===== src/rtl/afe_pkg.sv =====
// Shared types and helpers for the asynchronous frame engine.
// Assumes the data length code counts down from eight bits.
package afe_pkg;

    localparam int DATA_MAX  = 8;
    localparam int FRAME_MAX = DATA_MAX + 4;          // start + data + parity + two stops
    localparam int CNT_W     = $clog2(FRAME_MAX + 1);
    localparam int IDX_W     = $clog2(DATA_MAX);

    typedef struct packed {
        logic [1:0] len;
        logic       par_en;
        logic       par_odd;
        logic       two_stop;
    } afe_cfg_t;

    typedef enum logic [2:0] {
        RX_WAITH,
        RX_IDLE,
        RX_START,
        RX_DATA,
        RX_PAR,
        RX_STOP
    } rx_state_e;

    // Number of data bits selected by the length code.
    function automatic logic [3:0] data_bits(input logic [1:0] code);
        return 4'd8 - {2'b00, code};
    endfunction

endpackage


===== src/rtl/afe_sync.sv =====
// Multi-flop synchronizer for one asynchronous input.
// Assumes STAGES >= 1; RST_VAL is the value seen while in reset.
module afe_sync #(
    parameter int   STAGES  = 2,
    parameter logic RST_VAL = 1'b0
) (
    input  logic clk,
    input  logic rst_n,
    input  logic d,
    output logic q
);
    logic [STAGES-1:0] pipe;

    generate
        if (STAGES == 1) begin : g_one
            // Single flop capture.
            always_ff @(posedge clk) begin
                if (!rst_n) pipe <= RST_VAL;
                else        pipe <= d;
            end
        end else begin : g_chain
            // Shift the input through the flop chain.
            always_ff @(posedge clk) begin
                if (!rst_n) pipe <= {STAGES{RST_VAL}};
                else        pipe <= {pipe[STAGES-2:0], d};
            end
        end
    endgenerate

    assign q = pipe[STAGES-1];
endmodule


===== src/rtl/afe_tx.sv =====
// Transmit serializer. Builds a whole frame in one step when a byte is taken,
// then shifts one bit out per bit tick. The next frame may load on the tick
// that ends the last stop bit, so frames can run back to back.
// Assumes bit_tick is a single-cycle strobe.
module afe_tx
    import afe_pkg::*;
(
    input  logic                clk,
    input  logic                rst_n,
    input  logic                bit_tick,
    input  afe_cfg_t            cfg,
    input  logic                cts_ok,
    input  logic                tx_valid,
    input  logic [DATA_MAX-1:0] tx_data,
    output logic                tx_ready,
    output logic                tx_busy,
    output logic                txd
);
    logic [FRAME_MAX-1:0] frame_vec;
    logic [FRAME_MAX-1:0] shreg;
    logic [CNT_W-1:0]     left;
    logic [CNT_W-1:0]     total;
    logic [3:0]           nbits;
    logic                 par_bit;
    logic                 line_q;
    logic                 can_load;

    // Assemble the frame image, bit 0 first on the line.
    always_comb begin
        nbits   = data_bits(cfg.len);
        par_bit = cfg.par_odd;
        frame_vec = '1;
        frame_vec[0] = 1'b0;
        for (int i = 0; i < DATA_MAX; i++) begin
            if (i < int'(nbits)) begin
                frame_vec[1 + i] = tx_data[i];
                par_bit = par_bit ^ tx_data[i];
            end
        end
        if (cfg.par_en) frame_vec[nbits + 4'd1] = par_bit;
        total = CNT_W'(nbits) + CNT_W'(2) + CNT_W'(cfg.par_en) + CNT_W'(cfg.two_stop);
    end

    assign can_load = (left == '0) || (left == CNT_W'(1));
    assign tx_ready = bit_tick && can_load && tx_valid && cts_ok;

    // Load a new frame or advance the current one on each bit tick.
    always_ff @(posedge clk) begin
        if (!rst_n) begin
            left   <= '0;
            shreg  <= '1;
            line_q <= 1'b1;
        end else if (tx_ready) begin
            line_q <= frame_vec[0];
            shreg  <= {1'b1, frame_vec[FRAME_MAX-1:1]};
            left   <= total;
        end else if (bit_tick && left != '0) begin
            line_q <= (left == CNT_W'(1)) ? 1'b1 : shreg[0];
            shreg  <= {1'b1, shreg[FRAME_MAX-1:1]};
            left   <= left - CNT_W'(1);
        end
    end

    assign tx_busy = (left != '0);
    assign txd     = line_q;
endmodule


===== src/rtl/afe_rx.sv =====
// Receive deserializer on the oversample tick. Confirms a start bit at mid-bit,
// samples data, parity and stop bits at their centres, and reports one
// character with its error flags. Waits for a high line between characters.
// Assumes rxd is already synchronized and os_tick runs at OS_RATE per bit.
module afe_rx
    import afe_pkg::*;
#(
    parameter int OS_RATE = 16
) (
    input  logic                clk,
    input  logic                rst_n,
    input  logic                os_tick,
    input  afe_cfg_t            cfg,
    input  logic                rxd,
    output logic                rx_valid,
    output logic [DATA_MAX-1:0] rx_data,
    output logic                rx_par_err,
    output logic                rx_frm_err,
    output logic                rx_brk
);
    localparam int OS_W = $clog2(OS_RATE);
    localparam logic [OS_W-1:0] HALF = OS_W'(OS_RATE / 2 - 1);
    localparam logic [OS_W-1:0] FULL = OS_W'(OS_RATE - 1);

    rx_state_e           state;
    logic [OS_W-1:0]     os_cnt;
    logic [IDX_W-1:0]    bit_idx;
    logic [DATA_MAX-1:0] data_q;
    logic                par_acc;
    logic                stop_bad;
    logic                last_data;
    logic                last_stop;
    logic                frm_now;

    assign last_data = ({1'b0, bit_idx} == data_bits(cfg.len) - 4'd1);
    assign last_stop = (bit_idx == IDX_W'(cfg.two_stop));
    assign frm_now   = stop_bad | ~rxd;

    // Frame state machine; output strobe and flags default to zero each cycle.
    always_ff @(posedge clk) begin
        if (!rst_n) begin
            state      <= RX_WAITH;
            os_cnt     <= '0;
            bit_idx    <= '0;
            data_q     <= '0;
            par_acc    <= 1'b0;
            stop_bad   <= 1'b0;
            rx_valid   <= 1'b0;
            rx_data    <= '0;
            rx_par_err <= 1'b0;
            rx_frm_err <= 1'b0;
            rx_brk     <= 1'b0;
        end else begin
            rx_valid   <= 1'b0;
            rx_par_err <= 1'b0;
            rx_frm_err <= 1'b0;
            rx_brk     <= 1'b0;
            if (os_tick) begin
                case (state)
                    RX_WAITH: if (rxd) state <= RX_IDLE;
                    RX_IDLE: if (!rxd) begin
                        state  <= RX_START;
                        os_cnt <= '0;
                    end
                    RX_START: if (os_cnt == HALF) begin
                        os_cnt <= '0;
                        if (rxd) begin
                            state <= RX_IDLE;
                        end else begin
                            state    <= RX_DATA;
                            bit_idx  <= '0;
                            data_q   <= '0;
                            par_acc  <= cfg.par_odd;
                            stop_bad <= 1'b0;
                        end
                    end else begin
                        os_cnt <= os_cnt + OS_W'(1);
                    end
                    RX_DATA: if (os_cnt == FULL) begin
                        os_cnt          <= '0;
                        data_q[bit_idx] <= rxd;
                        par_acc         <= par_acc ^ rxd;
                        if (last_data) begin
                            bit_idx <= '0;
                            state   <= cfg.par_en ? RX_PAR : RX_STOP;
                        end else begin
                            bit_idx <= bit_idx + IDX_W'(1);
                        end
                    end else begin
                        os_cnt <= os_cnt + OS_W'(1);
                    end
                    RX_PAR: if (os_cnt == FULL) begin
                        os_cnt  <= '0;
                        par_acc <= par_acc ^ rxd;
                        state   <= RX_STOP;
                    end else begin
                        os_cnt <= os_cnt + OS_W'(1);
                    end
                    RX_STOP: if (os_cnt == FULL) begin
                        os_cnt <= '0;
                        if (last_stop) begin
                            state      <= RX_WAITH;
                            rx_valid   <= 1'b1;
                            rx_data    <= data_q;
                            rx_par_err <= cfg.par_en & par_acc;
                            rx_frm_err <= frm_now;
                            rx_brk     <= frm_now && (data_q == '0);
                        end else begin
                            stop_bad <= frm_now;
                            bit_idx  <= bit_idx + IDX_W'(1);
                        end
                    end else begin
                        os_cnt <= os_cnt + OS_W'(1);
                    end
                    default: state <= RX_WAITH;
                endcase
            end
        end
    end
endmodule


===== src/rtl/async_frame_engine.sv =====
// Top of the asynchronous frame engine: synchronizes the asynchronous pins,
// applies flow control and joins the transmit and receive halves.
// Assumes bit_tick and os_tick come from one rate generator in clk's domain.
module async_frame_engine
    import afe_pkg::*;
#(
    parameter int OS_RATE     = 16,
    parameter int SYNC_STAGES = 2
) (
    input  logic       clk,
    input  logic       rst_n,
    input  logic       bit_tick,
    input  logic       os_tick,
    input  logic [1:0] cfg_len,
    input  logic       cfg_par_en,
    input  logic       cfg_par_odd,
    input  logic [1:0] cfg_stop,
    input  logic       cfg_two_wire,
    input  logic       tx_valid,
    input  logic [7:0] tx_data,
    output logic       tx_ready,
    output logic       tx_busy,
    output logic       txd,
    input  logic       cts,
    output logic       rts,
    input  logic       rx_full,
    input  logic       rxd,
    output logic       rx_valid,
    output logic [7:0] rx_data,
    output logic       rx_par_err,
    output logic       rx_frm_err,
    output logic       rx_brk
);
    afe_cfg_t cfg;
    logic     rxd_sync;
    logic     cts_sync;
    logic     cts_ok;
    logic     rts_q;

    assign cfg = '{len: cfg_len, par_en: cfg_par_en, par_odd: cfg_par_odd,
                   two_stop: (cfg_stop == 2'b01)};

    afe_sync #(.STAGES(SYNC_STAGES), .RST_VAL(1'b1)) u_rxd_sync (
        .clk(clk), .rst_n(rst_n), .d(rxd), .q(rxd_sync)
    );

    afe_sync #(.STAGES(SYNC_STAGES), .RST_VAL(1'b0)) u_cts_sync (
        .clk(clk), .rst_n(rst_n), .d(cts), .q(cts_sync)
    );

    assign cts_ok = cfg_two_wire | cts_sync;

    // Request-to-send: held high in two-wire mode, else follows queue space.
    always_ff @(posedge clk) begin
        if (!rst_n) rts_q <= 1'b0;
        else        rts_q <= cfg_two_wire | ~rx_full;
    end
    assign rts = rts_q;

    afe_tx u_tx (
        .clk(clk), .rst_n(rst_n), .bit_tick(bit_tick), .cfg(cfg),
        .cts_ok(cts_ok), .tx_valid(tx_valid), .tx_data(tx_data),
        .tx_ready(tx_ready), .tx_busy(tx_busy), .txd(txd)
    );

    afe_rx #(.OS_RATE(OS_RATE)) u_rx (
        .clk(clk), .rst_n(rst_n), .os_tick(os_tick), .cfg(cfg), .rxd(rxd_sync),
        .rx_valid(rx_valid), .rx_data(rx_data), .rx_par_err(rx_par_err),
        .rx_frm_err(rx_frm_err), .rx_brk(rx_brk)
    );
endmodule


===== config.mk =====
export PLATFORM = sky130hd
export DESIGN_NAME = async_frame_engine
export DESIGN_NICKNAME = d
export VERILOG_FILES = /design/src/rtl/afe_pkg.sv /design/src/rtl/afe_sync.sv /design/src/rtl/afe_tx.sv /design/src/rtl/afe_rx.sv /design/src/rtl/async_frame_engine.sv
export SDC_FILE = /design/constraint.sdc
export NUM_CORES = 1
export LEC_CHECK = 0
export BUFFER_PORTS_ARGS = -buffer_cell sky130_fd_sc_hd__buf_2
export CELL_PAD_IN_SITES_DETAIL_PLACEMENT = 1
export CELL_PAD_IN_SITES_GLOBAL_PLACEMENT = 2
export CORE_MARGIN = 2
export CORE_UTILIZATION = 35
export DETAILED_ROUTE_END_ITERATION = 16
export PLACE_DENSITY_LB_ADDON = 0.1
export SLEW_MARGIN = 10
export SYNTH_ARGS = -nofsm -noshare
export SYNTH_HDL_FRONTEND = slang
export SYNTH_HIERARCHICAL = 1
export SYNTH_SLANG_ARGS = --single-unit

===== constraint.sdc =====
create_clock -name clk -period 2.7 [get_ports clk]
set_clock_uncertainty 0.15 [all_clocks]
set_input_delay 0.27 -clock clk [delete_from_list [all_inputs] [get_ports clk]]
set_output_delay 0.27 -clock clk [all_outputs]
set_load 0.03 [all_outputs]

==> results.ini, run 1 <==
[outcome]
status=finished clean

[timing]
setup_violations=0
drv_slew=0
tightest_slew_ns=0.7455
period_needed_ns=2.290
setup_ws_ns=0.4102
max_freq_mhz=436.7
holdWs_ns=0.03242
tns_ns=0
hold_viol_final=0
rsz0062_at_grt=false
slew_headroom_pct=50.23
fin_crit_sh_pct=84.81

[grt]
grt_pass1_wl_um=14280
antenna_found_initial=0
grt_pass1_vias=2827
grt_start_max_net_pins=21
overflow=0
grt_usage_pct=18.04

[floorplan]
start_util_pct=36.01
coreArea_um2=8721
die_w_um=98.73
die_h_um=98.73
die_area_um2=9747
ios=39
rows=34

[setup_path]
required_ns=2.28
crit_arrival_ns=1.87
crit_fanout=11
path_class=reg -> out
end_kind=output port
start_kind=flop

[placed_design]
gpl.final_weighted_congestion=0.7945
port_buffers=38
post-dp-hpwl_um=6138
pre_cts_slack_ns=0.1234

[clock_tree]
cts_root_buffer=clkbuf_8
htreeDepth=2
cts_setup_buffers=0
path_clk_slew_ns=0.11
clk_latency_ns=0.32
cts_tree=yes
clockBufferDepth=2
cts_sinks=53
cts_made_buffers=5

[cells_and_area]
final_nets=443
n_antenna_cell=0
seq_area_um2=1061
area_delta_synth_final_pct=13.75
multi_input_comb_area_um2=1923
fillerInstances=1071
drive_above_1_share_pct=17.00

[route]
drc=0
first_iter_violations=88
wl_per_cell_um=16.43
via_count=2766
final_antenna_net_count=0
wl_um=8444
drt_pre_antenna_iters=4
viasPerCell=5.381

[synth]
async_reset_ff_share_pct=0
synth-seq-cells=53
synth_cell_type_count=63
synthFlopType=dfxtp_1
yosys_warnings=6
yosysSeqAreaShare_pct=33.78
synthCells=366
synth_edf_count=0
synth.avg_cell_area_um2=8.581
synth_nets=404
synth_area_um2=3141

[pwr]
power_density_nw_per_um2=604.4
ir_drop_mv=0.2475
p_leak_nw=1.493

[hold_path]
worstHoldPathType=in -> reg

[flow_run]
drv_cap=0

==> registers in the layout, indices dropped and copies added (netlist names) <==
name / cells
u_rx/rx_valid: 1
u_rxd_sync/pipe: 2
rts: 1
u_cts_sync/pipe: 2
u_tx/left: 4
u_rx/stop_bad: 1
u_rx/os_cnt: 4
u_rx/rx_par_err: 1
u_tx/shreg: 11
u_tx/txd: 1
u_rx/data_q: 8
u_rx/par_acc: 1
u_rx/rx_data: 8
u_rx/rx_brk: 1
u_rx/rx_frm_err: 1
u_rx/state: 3
u_rx/bit_idx: 3
==> logic make-up after synthesis <==
kind of cell	synth area share, %
AO/OA/AOI/OAI	18.89
AND/OR/NAND/NOR	24.98
flip-flops	33.78
XOR/XNOR	6.056
buffers and inverters	4.980
multiplexers	5.099
adder cells (fa/ha/maj)	6.215
==> worst paths after layout <==
| path | startpoint | end | slack (ns) | depth (start not counted) |
|---|---|---|---|---|
| min | cfg_two_wire | rts | 0.03 | 3 |
| max reg2reg | u_rx/state[2] | u_rx/state[0] | 0.43 | 4 |
| max | u_tx/left[0] | tx_ready | 0.41 | 6 |
| min reg2reg | u_rxd_sync/pipe[0] | u_rxd_sync/pipe[1] | 0.27 | 1 |
==> critical path, stage by stage (launching register included) <==
cell and delay (ns):
dfxtp_1 0.38, inv_1 0.08, ha_1 0.23, o21a_1 0.19, nand4_1 0.11, clkinv_1 0.28
buf_2 0.29
==> timing repair <==
| item | in CTS | in global routing |
|---|---|---|
| gates resized for setup | 0 | 0 |
| hold buffers | 3 | 0 |
| setup endpoints to repair | 0 | 0 |
| endpoints found under the hold margin | 3 | 0 |
==> power by group <==
| group | leakage (nW) | switching [W] | total, W | internal [W] |
|---|---|---|---|---|
| logic | 1.02 | 0.000397 | 0.000713 | 0.000315 |
| registers | 0.431 | 0.0000849 | 0.000960 | 0.000875 |
| clock network | 0.0447 | 0.000298 | 0.000486 | 0.000188 |
| total | 1.49 | 0.000780 | 0.00216 | 0.00138 |
==> Yosys cell counts, types with 5 or more instances <==
cell type  instances  area, µm²
and2_1             5      31.28
dfxtp_1           53       1061
nor2b_1            9      56.30
nor2_1            27      101.4
o211ai_1           5      37.54
xor2_1             6      52.55
nand3_1           11      55.05
or3_1              5      31.28
clkbuf_1          11      41.29
o21a_1             8      60.06
nand2b_1           7      43.79
mux2i_1           16      160.2
a21oi_1           18      90.09
nand4_1            6      37.54
inv_1             18      67.56
nor4_1             5      31.28
o21ai_0           20      100.1
xnor2_1            8      70.07
nand2_1           33      123.9
nor3_1             5      25.02
buf_2              5      25.02
and3_1             7      43.79
ha_1              14      175.2
==> area by class of cell <==
cell class / instances / area share [%]
Multi-Input combinational cell: 276 / 53.84
Sequential cell: 53 / 29.70
Timing Repair Buffer: 50 / 8.056
Tap cell: 108 / 3.783
Inverter: 19 / 1.996
Clock buffer: 5 / 1.926
Clock inverter: 3 / 0.7005
==> routing by layer <==
layer  vias to the layer above  track usage (%)  wire, µm
li1                       1378                -         -
met4                         0            3.899        59
met5                         -                0         0
met2                        34            31.82      4195
met3                         5            2.411       184
met1                      1349            23.59      4005
==> through the flow <==
| stage | util (%) | cells | cell area [µm²] | total power [W] |
|---|---|---|---|---|
| after floorplan | - | 366 | 3141 | 0.001513 |
| after global placement | 39.54 | 503 | 3448 | 0.001683 |
| after detailed placement | 39.54 | 503 | 3448 | 0.001695 |
| after CTS | 40.96 | 514 | 3572 | 0.002204 |
| after global routing | 40.96 | 514 | 3572 | 0.002331 |
| final | 40.96 | 514 | 3572 | 0.002159 |
==> cells in the final DEF, fill, tap and decap left out, drive strengths merged, types with 5 or more instances in the layout <==
master,count
dfxtp,53
buf,47
nand2,33
nor2,27
o21ai,20
inv,19
a21oi,18
mux2i,16
ha,14
nand3,12
nor2b,9
xnor2,9
o21a,8
and3,8
nand2b,7
xor2,6
nand4,6
nor3,6
nor4,6
clkbuf,5
and2,5
o211ai,5
or3,5
Power figures use the tool's default switching activity.
==> inputs of run 2 (changes only) <==
Clock period 2.7 ns to 2.3 ns, I/O delays scaled along.
==> results.ini, run 2 (synthesis gave the netlist of run 1 again) <==
[floorplan]
coreArea_um2=8721  ; unchanged
start_util_pct=36.01  ; unchanged
ios=39  ; unchanged
die_area_um2=9747  ; unchanged
rows=34  ; unchanged
die_w_um=98.73  ; unchanged
die_h_um=98.73  ; unchanged

[setup_path]
cp-endpoint=u_rx/state[2]  ; was tx_ready
rr_endpoint=u_rx/state[2]  ; was u_rx/state[0]
crit_family=compound AO/OA/AOI/OAI gates  ; was buffers and inverters
worst_path_max_delay_cell=a221o_1  ; was dfxtp_1
start_kind=flop  ; unchanged
worstReg2RegStart=u_rx/os_cnt[0]  ; was u_rx/state[2]
required_ns=2.38  ; was 2.28 ns
cpPeakStageDelay_ns=0.41  ; was 0.38 ns
cp.buffers_inverters=0  ; was 3
cp_num_cells=5  ; was 6
end_kind=flop  ; was output port
reg2reg_slack_ns=0.19  ; was 0.43 ns
path_class=reg -> reg  ; was reg -> out
r2r_cells=5  ; was 4
crit_chain=ha_1 -> nand3b_1 -> a221o_1 -> or3_1 -> o32ai_1  ; was inv_1 -> ha_1 -> o21a_1 -> nand4_1 -> clkinv_1 -> buf_2
crit_fanout=7  ; was 11
crit_arrival_ns=2.19  ; was 1.87 ns
critPathLaunch=u_rx/os_cnt[0]  ; was u_tx/left[0]

[cells_and_area]
mostFrequentLayoutCells=dfxtp_1 (53), buf_2 (38), nand2_1 (33)  ; unchanged
largest_reg_flops=11  ; unchanged
reg_top3=u_tx/shreg (11), u_rx/data_q (8), u_rx/rx_data (8)  ; unchanged
final_nets=463  ; was 443
regMostFlops=u_tx/shreg  ; unchanged
fin_cells=534  ; was 514
drive_above_1_share_pct=20.89  ; was 17.00%
n_antenna_cell=0  ; unchanged
area_delta_synth_final_pct=18.69  ; was 13.75%
final_common_cell=dfxtp_1  ; unchanged

[timing]
fin_crit_sh_pct=91.88
drv_slew=0  ; unchanged
tns_ns=0  ; unchanged
rsz0062_at_grt=false  ; unchanged
setup_violations=0  ; unchanged
slew_headroom_pct=60.28  ; was 50.23%
tightest_slew_ns=0.5950  ; was 0.7455 ns
max_freq_mhz=473.2
hold_viol_final=0  ; unchanged
period_needed_ns=2.113

[route]
viasPerCell=5.326  ; was 5.381
wl_per_cell_um=16.21  ; was 16.43 µm
drc=0  ; unchanged
via_count=2844  ; was 2766
final_antenna_net_count=0  ; unchanged
drt_pre_antenna_iters=4  ; unchanged
wl_um=8655  ; was 8444 µm
first_iter_violations=94  ; was 88

[placed_design]
gpl.final_weighted_congestion=0.7460  ; was 0.7945
placed_cells=522  ; was 503
port_buffers=38  ; unchanged
post-dp-hpwl_um=6500  ; was 6138 µm

[outcome]
status=finished clean  ; unchanged

[clock_tree]
clockBufferDepth=2  ; unchanged
clk_latency_ns=0.32  ; about the same
htreeDepth=2  ; unchanged
cts_tree=yes  ; unchanged
cts_made_buffers=5  ; unchanged
cts_sinks=53  ; unchanged
path_clk_slew_ns=0.11  ; about the same
cts_root_buffer=clkbuf_8  ; unchanged

[grt]
grt_pass1_wl_um=14810  ; was 14280 µm
grt_usage_pct=18.75  ; was 18.04%
overflow=0  ; unchanged
antenna_found_initial=0  ; unchanged
grt_start_max_net_pins=21  ; unchanged
grt_pass1_vias=2964  ; was 2827

[pwr]
power.total_w=0.002617  ; was 0.002159 W
power_density_nw_per_um2=702.0  ; was 604.4 nW/µm²
p_leak_nw=1.592  ; was 1.493 nW
ir_drop_mv=0.2312  ; was 0.2475 mV

[flow_run]
drv_cap=0  ; unchanged

[hold_path]
worstHoldPathType=in -> reg  ; unchanged

run 2: changes by cell type in the layout (fill, tap and decap cells not counted), sizes merged:
cell         previous run  this run
dlygate4sd3             3         4
clkinvlp                1         2
clkinv                  2         1
buf                    47        66
run 2: where the power goes:
group | leakage (nW) | internal (W) | switching [W] | total [W]
Sequential | 0.431 | 0.00103 | 0.0000950 | 0.00112
Combinational | 1.12 | 0.000423 | 0.000493 | 0.000916
Clock | 0.0423 | 0.000223 | 0.000355 | 0.000578
run 2: worst register-to-register path, delay by kind of cell (launching register included):
family	cells	cell delay (ns)
adders and majority gates	1	0.33
and+or+nand+nor	2	0.49
AOI/OAI and AO/OA	2	0.67
DFF	1	0.39
run 2: how the worst min path moves through the flow:
stage,from,to,cells after the start
after floorplan,rst_n,u_rxd_sync/pipe[0],1
after global placement,u_rxd_sync/pipe[0],u_rxd_sync/pipe[1],1
after detailed placement,u_rxd_sync/pipe[0],u_rxd_sync/pipe[1],1
after CTS,tx_data[4],u_tx/shreg[4],3
after global routing,tx_data[4],u_tx/shreg[4],3
final,tx_data[4],u_tx/shreg[4],3
run 2: per-stage QoR:
stage | area, µm² | util [%] | setup slack (ns) | hold WS [ns]
global route | 3727 | 42.74 | 0.02904 | 0.04700
detailed placement | 3591 | 41.18 | -0.07114 | 0.2472
finish | 3727 | 42.74 | 0.1867 | 0.06013
CTS | 3726 | 42.73 | 0.1234 | 0.04704
global placement | 3591 | 41.18 | -0.01532 | 0.2431
floorplan | 3141 | - | 0.01926 | 0.1530
run 2: layer usage:
layer  GRT usage [%]  wire (µm)  vias up
li1                -          -     1418
met1           24.16       4048     1389
met2           33.86       4356       33
met3           2.624        191        4
met4           3.161         58        0
met5               0          0        -
run 2: repair_timing:
| action | 4_1_cts | 5_1_grt |
|---|---|---|
| hold endpoints to repair | 3 | 0 |
| hold buffers | 4 | 0 |
| endpoints found under the setup margin | 0 | 3 |
| setup buffers | 0 | 0 |
| gates resized for setup | 0 | 1 |
run 2: area by class of cell:
cell class / count / area (µm²)
Clock buffer: 5 / 68.82
Inverter: 19 / 71.32
Timing Repair Buffer: 70 / 440.4
Fill cell: 1049 / 4994
Clock inverter: 3 / 26.28
Tap cell: 108 / 135.1
Multi-Input combinational cell: 276 / 1924
Sequential cell: 53 / 1061
